## src/rtl/usb_lnk_pkg.sv

```systemverilog
package usb_lnk_pkg;

  typedef enum logic [1:0] {
    LINE_SE0 = 2'd0,
    LINE_J   = 2'd1,
    LINE_K   = 2'd2,
    LINE_BAD = 2'd3
  } line_e;

  typedef enum logic [1:0] {
    LINK_DISC   = 2'd0,
    LINK_ACTIVE = 2'd1,
    LINK_SUSP   = 2'd2
  } link_e;

  // "longer than N us" means a run must cover N+1 ticks
  function automatic int unsigned beyond_us(input int unsigned us);
    return us + 1;
  endfunction

  // width needed to hold values 0..n
  function automatic int unsigned cnt_width(input int unsigned n);
    return (n < 2) ? 1 : $clog2(n + 1);
  endfunction

endpackage

```

## src/rtl/usb_lnk_sync.sv

```systemverilog
module usb_lnk_sync #(
  parameter int          W      = 2,
  parameter int          STAGES = 2,
  parameter logic [W-1:0] IDLE  = '0
) (
  input  logic         clk,
  input  logic         rst_n,
  input  logic         clr,
  input  logic [W-1:0] d,
  output logic [W-1:0] q
);

  logic [W-1:0] stg [STAGES];

  for (genvar s = 0; s < STAGES; s++) begin : g_stage
    logic [W-1:0] src;
    if (s == 0) begin : g_first
      assign src = d;
    end else begin : g_next
      assign src = stg[s-1];
    end
    always_ff @(posedge clk or negedge rst_n) begin
      if (!rst_n)   stg[s] <= IDLE;
      else if (clr) stg[s] <= IDLE;
      else          stg[s] <= src;
    end
  end

  assign q = stg[STAGES-1];

endmodule

```

## src/rtl/usb_lnk_tick.sv

```systemverilog
module usb_lnk_tick #(
  parameter int unsigned DIV = 48
) (
  input  logic clk,
  input  logic rst_n,
  input  logic en,
  output logic tick_o
);
  import usb_lnk_pkg::*;

  localparam int unsigned CW = cnt_width(DIV - 1);

  logic [CW-1:0] div_q;

  assign tick_o = en && (div_q == CW'(DIV - 1));

  always_ff @(posedge clk or negedge rst_n) begin
    if (!rst_n)      div_q <= '0;
    else if (!en)    div_q <= '0;
    else if (tick_o) div_q <= '0;
    else             div_q <= div_q + 1'b1;
  end

endmodule

```

## src/rtl/usb_lnk_timer.sv

```systemverilog
module usb_lnk_timer #(
  parameter int unsigned LIMIT = 4
) (
  input  logic clk,
  input  logic rst_n,
  input  logic clr,
  input  logic tick,
  output logic hit_o
);
  import usb_lnk_pkg::*;

  localparam int unsigned CW = cnt_width(LIMIT);

  logic [CW-1:0] cnt_q;
  logic          at_limit;

  assign at_limit = (cnt_q == CW'(LIMIT));
  assign hit_o    = !clr && tick && (cnt_q == CW'(LIMIT - 1));

  always_ff @(posedge clk or negedge rst_n) begin
    if (!rst_n)                 cnt_q <= '0;
    else if (clr)               cnt_q <= '0;
    else if (tick && !at_limit) cnt_q <= cnt_q + 1'b1;
  end

  // one firing per interval: after a hit the count is parked or cleared
  assert_single_fire_R9: assert property (@(posedge clk) disable iff (!rst_n)
    hit_o |=> !hit_o);

endmodule

```

## src/rtl/usb_link_monitor.sv

```systemverilog
module usb_link_monitor #(
  parameter int unsigned CLKS_PER_US = 48,
  parameter int unsigned RESET_US    = 3,
  parameter int unsigned SUSPEND_US  = 3000,
  parameter int unsigned HOSTLOST_US = 4096
) (
  input  logic       clk,
  input  logic       rst_n,
  input  logic       en_i,
  input  logic [1:0] line_i,
  input  logic       sof_i,
  output logic       evt_reset_o,
  output logic       evt_suspend_o,
  output logic       evt_resume_o,
  output logic       evt_hostlost_o,
  output logic [1:0] link_state_o
);
  import usb_lnk_pkg::*;

  localparam int unsigned RESET_TICKS = beyond_us(RESET_US);
  localparam int unsigned SUSP_TICKS  = beyond_us(SUSPEND_US);
  localparam int unsigned LOST_TICKS  = HOSTLOST_US;

  logic [1:0] line_sync;
  line_e      line_s;
  logic       us_tick;
  link_e      link_q, link_d;

  // named internal events
  logic se0_clr, idle_clr, lost_clr;
  logic rst_hit, susp_hit, lost_hit, resume_hit;

  usb_lnk_sync #(.W(2), .STAGES(2), .IDLE(2'(LINE_J))) u_sync (
    .clk (clk), .rst_n (rst_n), .clr (!en_i), .d (line_i), .q (line_sync)
  );

  assign line_s = line_e'(line_sync);

  usb_lnk_tick #(.DIV(CLKS_PER_US)) u_tick (
    .clk (clk), .rst_n (rst_n), .en (en_i), .tick_o (us_tick)
  );

  assign se0_clr  = !en_i || (line_s != LINE_SE0);
  assign idle_clr = !en_i || (link_q != LINK_ACTIVE) || (line_s != LINE_J) || rst_hit;
  assign lost_clr = !en_i || (link_q != LINK_ACTIVE) || sof_i || rst_hit;

  usb_lnk_timer #(.LIMIT(RESET_TICKS)) u_se0_tmr (
    .clk (clk), .rst_n (rst_n), .clr (se0_clr), .tick (us_tick), .hit_o (rst_hit)
  );

  usb_lnk_timer #(.LIMIT(SUSP_TICKS)) u_idle_tmr (
    .clk (clk), .rst_n (rst_n), .clr (idle_clr), .tick (us_tick), .hit_o (susp_hit)
  );

  usb_lnk_timer #(.LIMIT(LOST_TICKS)) u_lost_tmr (
    .clk (clk), .rst_n (rst_n), .clr (lost_clr), .tick (us_tick), .hit_o (lost_hit)
  );

  assign resume_hit = en_i && (link_q == LINK_SUSP) && (line_s != LINE_J);

  always_comb begin
    link_d = link_q;
    if (rst_hit)         link_d = LINK_ACTIVE;
    else if (resume_hit) link_d = LINK_ACTIVE;
    else if (susp_hit)   link_d = LINK_SUSP;
  end

  always_ff @(posedge clk or negedge rst_n) begin
    if (!rst_n) begin
      link_q         <= LINK_DISC;
      evt_reset_o    <= 1'b0;
      evt_suspend_o  <= 1'b0;
      evt_resume_o   <= 1'b0;
      evt_hostlost_o <= 1'b0;
    end else if (!en_i) begin
      link_q         <= LINK_DISC;
      evt_reset_o    <= 1'b0;
      evt_suspend_o  <= 1'b0;
      evt_resume_o   <= 1'b0;
      evt_hostlost_o <= 1'b0;
    end else begin
      link_q         <= link_d;
      evt_reset_o    <= rst_hit;
      evt_suspend_o  <= susp_hit;
      evt_resume_o   <= resume_hit;
      evt_hostlost_o <= lost_hit;
    end
  end

  assign link_state_o = link_q;

  assert_disabled_quiet_R1: assert property (@(posedge clk) disable iff (!rst_n)
    !en_i |=> (link_state_o == 2'd0) && !evt_reset_o && !evt_suspend_o
              && !evt_resume_o && !evt_hostlost_o);

  assert_reset_lands_active_R3: assert property (@(posedge clk) disable iff (!rst_n)
    evt_reset_o |-> (link_state_o == 2'd1));

  assert_suspend_from_active_R5: assert property (@(posedge clk) disable iff (!rst_n)
    evt_suspend_o |-> (link_state_o == 2'd2) && ($past(link_state_o) == 2'd1));

  assert_resume_from_susp_R6: assert property (@(posedge clk) disable iff (!rst_n)
    evt_resume_o |-> (link_state_o == 2'd1) && ($past(link_state_o) == 2'd2));

  assert_hostlost_when_active_R7: assert property (@(posedge clk) disable iff (!rst_n)
    evt_hostlost_o |-> ($past(link_state_o) == 2'd1));

  assert_sof_blocks_hostlost_R8: assert property (@(posedge clk) disable iff (!rst_n)
    sof_i |=> !evt_hostlost_o);

endmodule

```

## config.mk

```make
export PLATFORM = sky130hd
export DESIGN_NAME = usb_link_monitor
export DESIGN_NICKNAME = d
export VERILOG_FILES = /design/src/rtl/usb_lnk_pkg.sv /design/src/rtl/usb_lnk_sync.sv /design/src/rtl/usb_lnk_tick.sv /design/src/rtl/usb_lnk_timer.sv /design/src/rtl/usb_link_monitor.sv
export SDC_FILE = /design/constraint.sdc
export NUM_CORES = 1
export LEC_CHECK = 0
export ABC_AREA = 1
export BUFFER_PORTS_ARGS = -buffer_cell sky130_fd_sc_hd__buf_4
export CAP_MARGIN = 0
export CORE_MARGIN = 2
export CORE_UTILIZATION = 35
export DETAILED_ROUTE_END_ITERATION = 12
export SYNTH_ARGS = -nofsm -noshare
export SYNTH_HDL_FRONTEND = slang
export SYNTH_SLANG_ARGS = --single-unit
```

## constraint.sdc

```tcl
create_clock -name clk -period 1.45 [get_ports clk]
set_clock_uncertainty 0.05 [all_clocks]
set_input_delay 0.29 -clock clk [delete_from_list [all_inputs] [get_ports clk]]
set_output_delay 0.29 -clock clk [all_outputs]
set_load 0.01 [all_outputs]
```

Word-level counts from Yosys, hierarchy flattened
Index checks and enable logic that the tools add are counted. W data, S select, Z words.

Register bits: 44. Bits in latches: 0. Bits in writable memories: 0. Memory bits (read-only): 0. Input bits: 6. Output and inout bits: 6. Logic and storage cells: 73. Memories kept: 0.

$add $sub $neg: 4. Multiply operators: 0. Div/mod/pow operators: 0. $lt $le $gt $ge: 0. Equality and inequality tests: 11. Shift operators: 0. Mux-type cells: 18. Bitwise gates (word level): 0. Reduce and logical (&&, ||, !) cells: 29.

Operators by type and width (count): $mux W13 (2); $eq A12 B12 Y1 const B (2); $mux W12 (2); $add A13 B1 Y13 const B (1); $eq A13 B12 Y1 const B (1); $eq A13 B13 Y1 const B (1); $add A12 B1 Y12 const B (1); $logic_and A1 B1 Y1 (12); $mux W2 (6); $mux W6 (2); $reduce_bool A2 Y1 (4); $logic_not A1 Y1 (7); $add A6 B1 Y6 const B (1); $eq A6 B6 Y1 const B (1); $logic_or A1 B1 Y1 (6); $mux W3 (2); $mux W1 (4); $ne A2 B1 Y1 const B (2); $ne A4 B1 Y1 const B (1); $add A3 B1 Y3 const B (1); $eq A3 B2 Y1 const B (1); $eq A3 B3 Y1 const B (1); $eq A2 B2 Y1 const B (1).

Logic depth before layout (Yosys ltp)
Gate-level depths: netlist (run 1).

Word-level depth: 13. Gate-level depth with buffers: 9. Mapped depth without buffers: 9.

By module
From an unflattened synthesis (run 1), not the netlist that was laid out.

Cells, all modules: 361. Area total of the unflattened synthesis: 2660.1 sq um.

By module, submodules not included: usb_lnk_timer at u_lost_tmr (instances 1, cells an instance 140, area each 948.4 sq um, seq. area each 325.3 sq um); usb_lnk_timer at u_idle_tmr (instances 1, cells an instance 118, area each 825.8 sq um, seq. area each 300.3 sq um); usb_lnk_tick (instances 1, cells an instance 31, area each 286.5 sq um, seq. area each 150.1 sq um); usb_link_monitor (instances 1, cells an instance 34, area each 267.8 sq um, seq. area each 150.1 sq um); usb_lnk_timer at u_se0_tmr (instances 1, cells an instance 25, area each 195.2 sq um, seq. area each 75.1 sq um); usb_lnk_sync (instances 1, cells an instance 13, area each 136.4 sq um, seq. area each 102.6 sq um).

Worst setup path before layout (run 1)
No wires, ideal clock.

Path type: reg2reg. From: register u_tick.div_q[0]. To: register u_lost_tmr.cnt_q[2]. Library setup time: 0.117 ns. Arrival: 1.368 ns. Data required time: 1.283 ns. Slack: -0.086 ns. Stages on the path, launching flop included: 9. Path buffers: 2. Clock period less this slack: 1.536 ns. Path through: dfrtp_1 > ha_1 > nand3_2 > nor2_4 > buf_6 > nand2_2 > buf_2 > nand3_1 > nand2_1.

Word-level cells in the longest chain between the ends: 6. Elaborated cells between the ends (all ways): 8. Those cells by class: 1 x eq/ne; 1 x mux; 6 x reduce/logical.

Ends and longest elaborated chain: start, declared (line usb_lnk_tick.sv:13) `logic [CW-1:0] div_q;`; start signal, assigned (line usb_lnk_tick.sv:21) `else div_q <= div_q + 1'b1;`; $eq A6 B6 Y1 (*) (line usb_lnk_tick.sv:15) `assign tick_o = en && (div_q == CW'(DIV - 1));`; $logic_and A1 B1 Y1 (*) (line usb_lnk_tick.sv:15); $logic_and A1 B1 Y1 (2 in a row) (line usb_lnk_timer.sv:18) `assign hit_o = !clr && tick && (cnt_q == CW'(LIMIT - 1));`; $logic_or A1 B1 Y1 (line usb_link_monitor.sv:45) `assign lost_clr = !en_i || (link_q != LINK_ACTIVE) || sof_i || rst_hit;`; $mux W13 / $reduce_bool A2 Y1 (equally long branches); end signal, assigned (line usb_lnk_timer.sv:23) `else if (tick && !at_limit) cnt_q <= cnt_q + 1'b1;`; end, declared (line usb_lnk_timer.sv:14) `logic [CW-1:0] cnt_q;`.

Every way passes the cells marked *; elsewhere a longest branch is shown, timed or not. A chain may end at the register's enable or synchronous reset.

Worst setup path after layout (run 1)
Ends and elaborated chain as after synthesis.

==> results of run 1 <==
final timing paths:
kind,startpoint,cells after the start,to
max reg2reg,u_tick.div_q[0]$_DFF_PN0_,8,u_lost_tmr.cnt_q[2]$_DFFE_PN0P_
min,line_i[1],3,u_sync.g_stage[1].src[1]$_DFF_PN0_
max in group asynchronous,rst_n,2,u_sync.g_stage[1].src[0]$_DFF_PN1_
max,u_tick.div_q[0]$_DFF_PN0_,8,u_lost_tmr.cnt_q[2]$_DFFE_PN0P_
min in group asynchronous,rst_n,2,u_lost_tmr.cnt_q[5]$_DFFE_PN0P_
min reg2reg,u_sync.g_stage[1].src[1]$_DFF_PN0_,2,u_sync.q[1]$_DFF_PN0_
power groups by stage:
stage / sequential, W / clock (W) / combinational [W]
6_report: 0.00125 / 0.00105 / 0.0000943
5_1_grt: 0.00125 / 0.00112 / 0.000111
4_1_cts: 0.00125 / 0.00108 / 0.0000938
3_5_place_dp: 0.00127 / 0 / 0.0000834
3_3_place_gp: 0.00127 / 0 / 0.0000812
2_1_floorplan: 0.00127 / 0 / 0.0000272
flip-flops by register name (all words and copies together), names as in the netlist:
register,cells
u_lost_tmr.cnt_q,13
u_idle_tmr.cnt_q,12
u_se0_tmr.cnt_q,3
evt_hostlost_o,1
evt_suspend_o,1
evt_resume_o,1
u_tick.div_q,6
u_sync.q,2
u_sync.g_stage.src,2
link_state_o,2
evt_reset_o,1
tightest hold or removal path: stages:
cell and delay, ns:
buf_4 0.08, nand2_1 0.04, inv_1 0.04
what timing repair did:
action	in CTS	in global routing
setup endpoints to repair	29	32
resized for setup	20	85
hold buffers	1	0
cloned	2	0
pin swaps	12	35
hold endpoints to repair	42	0
buffers inserted	11	8
per-stage QoR:
| step | setup TNS (ns) | std cells | area [um2] | utilization | hold WS (ns) |
|---|---|---|---|---|---|
| 3_5_place_dp | -3.058 | 528 | 3286 | 0.4482 | 0.2787 |
| 2_1_floorplan | -0.009930 | 367 | 2700 | - | -0.05559 |
| 5_1_grt | -2.142 | 557 | 3973 | 0.5419 | 0.1131 |
| 3_3_place_gp | -2.292 | 528 | 3286 | 0.4482 | 0.2796 |
| 6_report | -0.3395 | 557 | 3973 | 0.5419 | 0.1253 |
| 4_1_cts | -0.2501 | 550 | 3603 | 0.4916 | 0.1159 |
final cells by class:
cell class / count / area share
clock buffers: 7 / 0.02425
clock inverters: 1 / 0.007559
inverters: 44 / 0.04441
multi-input cells: 273 / 0.4290
flip-flops and latches: 44 / 0.2778
well taps: 99 / 0.03118
repair buffers: 89 / 0.1858
metal layers:
metal  track usage  part of all wire
met1        0.2156              0.44
met2        0.2914              0.51
met3       0.02739             0.035
met4       0.05556             0.016
met5             0                 0
cell usage after synthesis:
master / n
nand2_1: 107
nand3_1: 58
nor2_1: 49
inv_1: 44
dfrtp_1: 42
nand4_1: 11
ha_1: 9
xor2_1: 7
nor3_1: 5
buf_2: 4
nand2_2: 4
a21oi_1: 3
nand3_2: 3
buf_4: 2
buf_6: 2
dfstp_2: 2
nor2_2: 2
nor3_2: 2
o21ai_0: 2
or2_2: 2
xnor2_1: 2
a211oi_1: 1
a21boi_4: 1
nor2_4: 1
nor3b_1: 1
o22ai_1: 1
cells by family after synthesis:
| family | after synthesis |
|---|---|
| xor+xnor | 9 |
| simple gates | 245 |
| flops | 44 |
| buf+inv | 52 |
| compound gates | 8 |
| fa+ha+maj | 9 |
layout by cell type (no fill, tap or decap), drive strengths merged, types with 3 or more instances in the layout:
| master | synthesis | layout |
|---|---|---|
| a21oi | 3 | 3 |
| buf | 8 | 88 |
| clkbuf | 0 | 7 |
| dfrtp | 42 | 42 |
| ha | 9 | 9 |
| inv | 44 | 43 |
| nand2 | 111 | 113 |
| nand3 | 61 | 61 |
| nand4 | 11 | 11 |
| nor2 | 52 | 52 |
| nor3 | 7 | 7 |
| xor2 | 7 | 7 |
==> summary.md, run 1 <==
| Metric | Value |
|---|---|
| Gr usage total | 0.1690 |
| Yosys top cell area share | 0.3946 |
| Antenna fix cells | 0 |
| Buffers and inverters on the worst path | 2 |
| CTS Buf Count | 5 |
| Initial antenna violation count | 0 |
| Multi-input gate area | 1704 um2 |
| VDD IR-drop max | 0.4472 mV |
| Initial DRC Count | 92 |
| Die width | 91.24 um |
| Crit-path slowest cell | dfrtp_1 |
| Clk slew on worst S/H paths | 0.09 ns |
| Starting Density | 0.3634 |
| Power, Total | 0.002398 W |
| Antenna-violating nets left | 0 |
| Layout area overhead | 49.13% |
| Slew margin rel. | 0.6194 |
| Final Max Slew Viols | 0 |
| Internal Pwr Total | 0.001888 W |
| WL/cell | 12.34 um |
| Flops & latches, synth | 44 |
| Net count after synthesis | 382 |
| CP peak stage delay | 0.42 ns |
| Max Root-Sink Buffers | 2 |
| DRC errors left | 0 |
| Failing checks | setup timing |
| CP required | 1.65 ns |
| Xor and xnor area share after synthesis | 0.02959 |
| Largest net degree at the start of global routing | 45 |
| Cell leakage power | 1.833 nW |
| Switch Pwr | 0.0005094 W |
| Clock power frac | 0.440 |
| Hold Vio Cnt, Final | 0 |
| Drt first pass iters | 4 |
| Mux share of post-synthesis cell area | 0 |
| Clk root buf | clkbuf_8 |
| Max Fclk | 0.6689 GHz |
| Clock sink count | 44 |
| Synth cell types | 26 |
| Sw Share | 0.2124 |
| CP Cell Sequence | ha_4 -> nand3_4 -> nor2_4 -> buf_4 -> a21boi_4 -> buf_6 -> nand3_1 -> nand2_1 |
| Vias in the first global route | 2573 |
| Status | finished with violations |
| FP Rows | 31 |
| Register area | 1104 um2 |
| Area of the mapped netlist | 2664 um2 |
| Comb pwr share | 0.039 |
| Fin nets | 472 |
| Synth Instances | 367 |
| Critical-path maximum fanout | 9 |
| Synth warnings | 0 |
| Count of input and output buffers | 11 |
| I/O pins | 12 |
| Worst hold path class | in2reg |
| Top cells by area, synth | dfrtp_1 (39%), nand2_1 (15%), nand3_1 (11%) |
| Seq pwr share | 0.521 |
| Cell taking the most area after synthesis | dfrtp_1 |
| Compound-cell area share of the yosys netlist | 0.02161 |
| Worst setup margin | -0.04494 ns |
| Startpoint types | flop |
| Share of cells above drive strength 1 | 0.4039 |
| Syn_area_per_cell | 7.258 um2 |
| First-pass GRT wire length | 11470 um |
| Slew @ Worst Pin | 0.5709 ns |
| Largest family of logic cells by synthesized area | simple AND/OR/NAND/NOR gates |
| FILL cells | 652 |
| Max cap viols | 0 |
| Simple-gate portion of the synthesized area | 0.4086 |
| Place WS | -0.1871 ns |
| Via count | 2696 |
| Clock tree from TritonCTS | done |
| Die height | 91.24 um |
| Placer Congestion | 0.8228 |
| WL final | 6872 um |
| CTS HTree Levels | 2 |
| DP Wirelength | 4559 um |
| Pwr dens | 603.6 nW/um2 |
| RSZ-0062 raised after global routing | true |
| Synth Area in Adders | 0.04227 |
| Area of the die | 8325 um2 |
| Final setup fails | 14 |
| R2r setup slk | -0.04 ns |
| Final Cycle Share | 1.031 |
| Sequential share of the synthesized area | 0.4143 |
| Crit. End Element | flop |
| Fin crit period | 1.495 ns |
| Clk_lat worst skew | 0.30 ns |
| CP arrival | 1.69 ns |
| CP delay by family, top | flip-flops |
| Critical path class | reg2reg |
| GRT Residual Overflow | 0 |
| Vias per std cell | 4.840 |
| Core footprint | 7331 um2 |
Power figures use the tool's default switching activity.
==> inputs of run 2 (changes only) <==
--- a/config.mk
+++ b/config.mk
@@ -11,6 +11,7 @@
 export CORE_MARGIN = 2
 export CORE_UTILIZATION = 35
 export DETAILED_ROUTE_END_ITERATION = 12
+export SETUP_SLACK_MARGIN = 0.05
 export SYNTH_ARGS = -nofsm -noshare
 export SYNTH_HDL_FRONTEND = slang
 export SYNTH_SLANG_ARGS = --single-unit
==> run 2 against run 1 <==
  * The flow still finishes with violations (setup timing)
  * Sequential cell count stayed put
  * Power is 9.9% lower
  * Combinational power is 0.5% lower
  * Maximum frequency is 2.4% lower
  * Clock power is 22% lower
  * Largest power group unchanged
==> summary.md, run 2 (synthesis results as in run 1) <==
| Metric | Value |
|---|---|
| Fin nets | 460 |
| First-pass GRT wire length | 10980 um |
| Die width | 91.24 um |
| Design area | 3872 um2 |
| CP Cell Sequence | ha_2 -> ha_4 -> inv_2 -> nor2_2 -> a21boi_4 -> buf_8 -> nand3_1 -> nand2_1 |
| Met3 Use GR | 0.02988 |
| Vias in the first global route | 2419 |
| Comb pwr share | 0.043 |
| Cell leakage power | 1.768 nW |
| Largest net degree at the start of global routing | 45 |
| Initial DRC Count | 113 |
| Hold slack | 0.1227 ns |
| Slew @ Worst Pin | 0.5686 ns |
| Starting Density | 0.3634 |
| Count of input and output buffers | 11 |
| Fin crit period | 1.532 ns |
| Pwr dens | 558.1 nW/um2 |
| Clock tree from TritonCTS | done |
| Core footprint | 7331 um2 |
| Max reg flops | 13 |
| Share of cells above drive strength 1 | 0.3744 |
| Most frequent cells in the layout | nand2_1 (95), buf_4 (63), nand3_1 (40) |
| Crit-path slowest cell | dfrtp_1 |
| WL final | 6921 um |
| M1 GR Usage | 0.2120 |
| Antenna-violating nets left | 0 |
| Failing checks | setup timing |
| Placer Congestion | 0.8613 |
| CP required | 1.64 ns |
| Gr busiest metal | met2 |
| CTS HTree Levels | 2 |
| Critical-path maximum fanout | 16 |
| Clock power frac | 0.379 |
| Worst setup margin | -0.08209 ns |
| Placed cell areas | 3296 um2 |
| Startpoint types | flop |
| Met2 Usage GRT | 0.2698 |
| Slew margin rel. | 0.6210 |
| DRC errors left | 0 |
| Max Fclk | 0.6527 GHz |
| Area of the die | 8325 um2 |
| Clock sink count | 44 |
| Via count | 2617 |
| Max Root-Sink Buffers | 2 |
| Hold Vio Cnt, Final | 0 |
| Sw Share | 0.2318 |
| CP peak stage delay | 0.40 ns |
| Biggest regs | u_lost_tmr.cnt_q (13), u_idle_tmr.cnt_q (12), u_tick.div_q (6) |
| Reg with most FFs | u_lost_tmr.cnt_q |
| FP Rows | 31 |
| Initial antenna violation count | 0 |
| Drt first pass iters | 4 |
| Switch Pwr | 0.0005010 W |
| Final setup fails | 26 |
| CTS Buf Count | 5 |
| Seq pwr share | 0.578 |
| Clk root buf | clkbuf_8 |
| Layout area overhead | 45.37% |
| Max cap viols | 0 |
| Crit. End Element | flop |
| Die height | 91.24 um |
| Clk slew on worst S/H paths | 0.09 ns |
| Status | finished with violations |
| Worst hold path class | in2reg |
| I/O pins | 12 |
| Antenna fix cells | 0 |
| RSZ-0062 raised after global routing | true |
| Place WS | -0.05703 ns |
| VDD IR-drop max | 0.3803 mV |
| DP Wirelength | 4322 um |
| Critical path class | reg2reg |
| CP arrival | 1.72 ns |
| Gr usage total | 0.1611 |
| Clk_lat worst skew | 0.31 ns |
| Final Cycle Share | 1.057 |
| Vias per std cell | 4.802 |
| Most common cell after layout, fill and taps aside | nand2_1 |
| Internal Pwr Total | 0.001660 W |
| GRT Residual Overflow | 0 |
| Finished Layout Cells | 545 |
| Post-placement cell count | 522 |
| WL/cell | 12.70 um |
| Power, Total | 0.002161 W |
| Final Max Slew Viols | 0 |
run 2: cell count changes in the layout (fill, tap and decap cells not counted), sizes merged:
cell / change
buf: -12
clkinv: +2
inv: +1
nand2: -1
bufinv: -1
clkinvlp: -1
run 2: routing by layer:
layer,wire [um],part of all wire
met2,3420,0.49
met5,0,0
met4,116,0.017
met1,3197,0.46
met3,186,0.027
run 2: worst paths after layout:
| path | from | endpoint | slack, ns | depth (start not counted) |
|---|---|---|---|---|
| min in group asynchronous | rst_n | u_tick.div_q[0]$_DFF_PN0_ | 0.47 | 2 |
| max in group asynchronous | rst_n | u_idle_tmr.cnt_q[3]$_DFFE_PN0P_ | 0.46 | 2 |
| worst min-delay path | line_i[0] | u_sync.g_stage[1].src[0]$_DFF_PN1_ | 0.12 | 2 |
| worst max register to register | u_se0_tmr.cnt_q[1]$_DFFE_PN0P_ | u_lost_tmr.cnt_q[12]$_DFFE_PN0P_ | -0.08 | 8 |
| worst max-delay path | u_se0_tmr.cnt_q[1]$_DFFE_PN0P_ | u_lost_tmr.cnt_q[12]$_DFFE_PN0P_ | -0.08 | 8 |
| worst min register to register | u_sync.g_stage[1].src[1]$_DFF_PN0_ | u_sync.q[1]$_DFF_PN0_ | 0.39 | 2 |
run 2: power by group through the flow:
stage / Combinational (W) / Clock [W] / Sequential [W]
after global placement: 0.0000845 / 0 / 0.00127
after global routing: 0.000110 / 0.000886 / 0.00125
after detailed placement: 0.0000862 / 0 / 0.00127
after CTS: 0.0000906 / 0.000842 / 0.00125
final: 0.0000938 / 0.000819 / 0.00125
after floorplan: 0.0000272 / 0 / 0.00127
run 2: stage by stage:
stage	setup TNS [ns]	utilization
after CTS	-0.4836	0.4776
after global routing	-3.786	0.5282
final	-1.318	0.5282
after global placement	-0.2917	0.4496
after floorplan	-0.01116	-
after detailed placement	-0.8042	0.4496
run 2: critical path, delay by kind of cell, from the launching register on:
kind            cells  cell delay, ns
buf+inv             2            0.23
flops               1            0.40
simple gates        3            0.21
fa+ha+maj           2            0.36
compound gates      1            0.21
run 2: area by class of cell:
class	instances	area, um2
well taps	99	123.9
fillers	661	3458
clock buffers	6	82.58
multi-input cells	272	1697
inverters	44	172.7
clock inverters	2	10.01
flip-flops and latches	44	1107
repair buffers	78	679.4
run 2: timing repair:
| item | 4_1_cts | 5_1_grt |
|---|---|---|
| setup buffers | 4 | 8 |
| endpoints found under the setup margin | 28 | 34 |
| gates resized for setup | 19 | 71 |
| gates cloned | 1 | 1 |
| pin swaps | 1 | 20 |
| hold endpoints to repair | 42 | 0 |
| hold buffers | 1 | 0 |
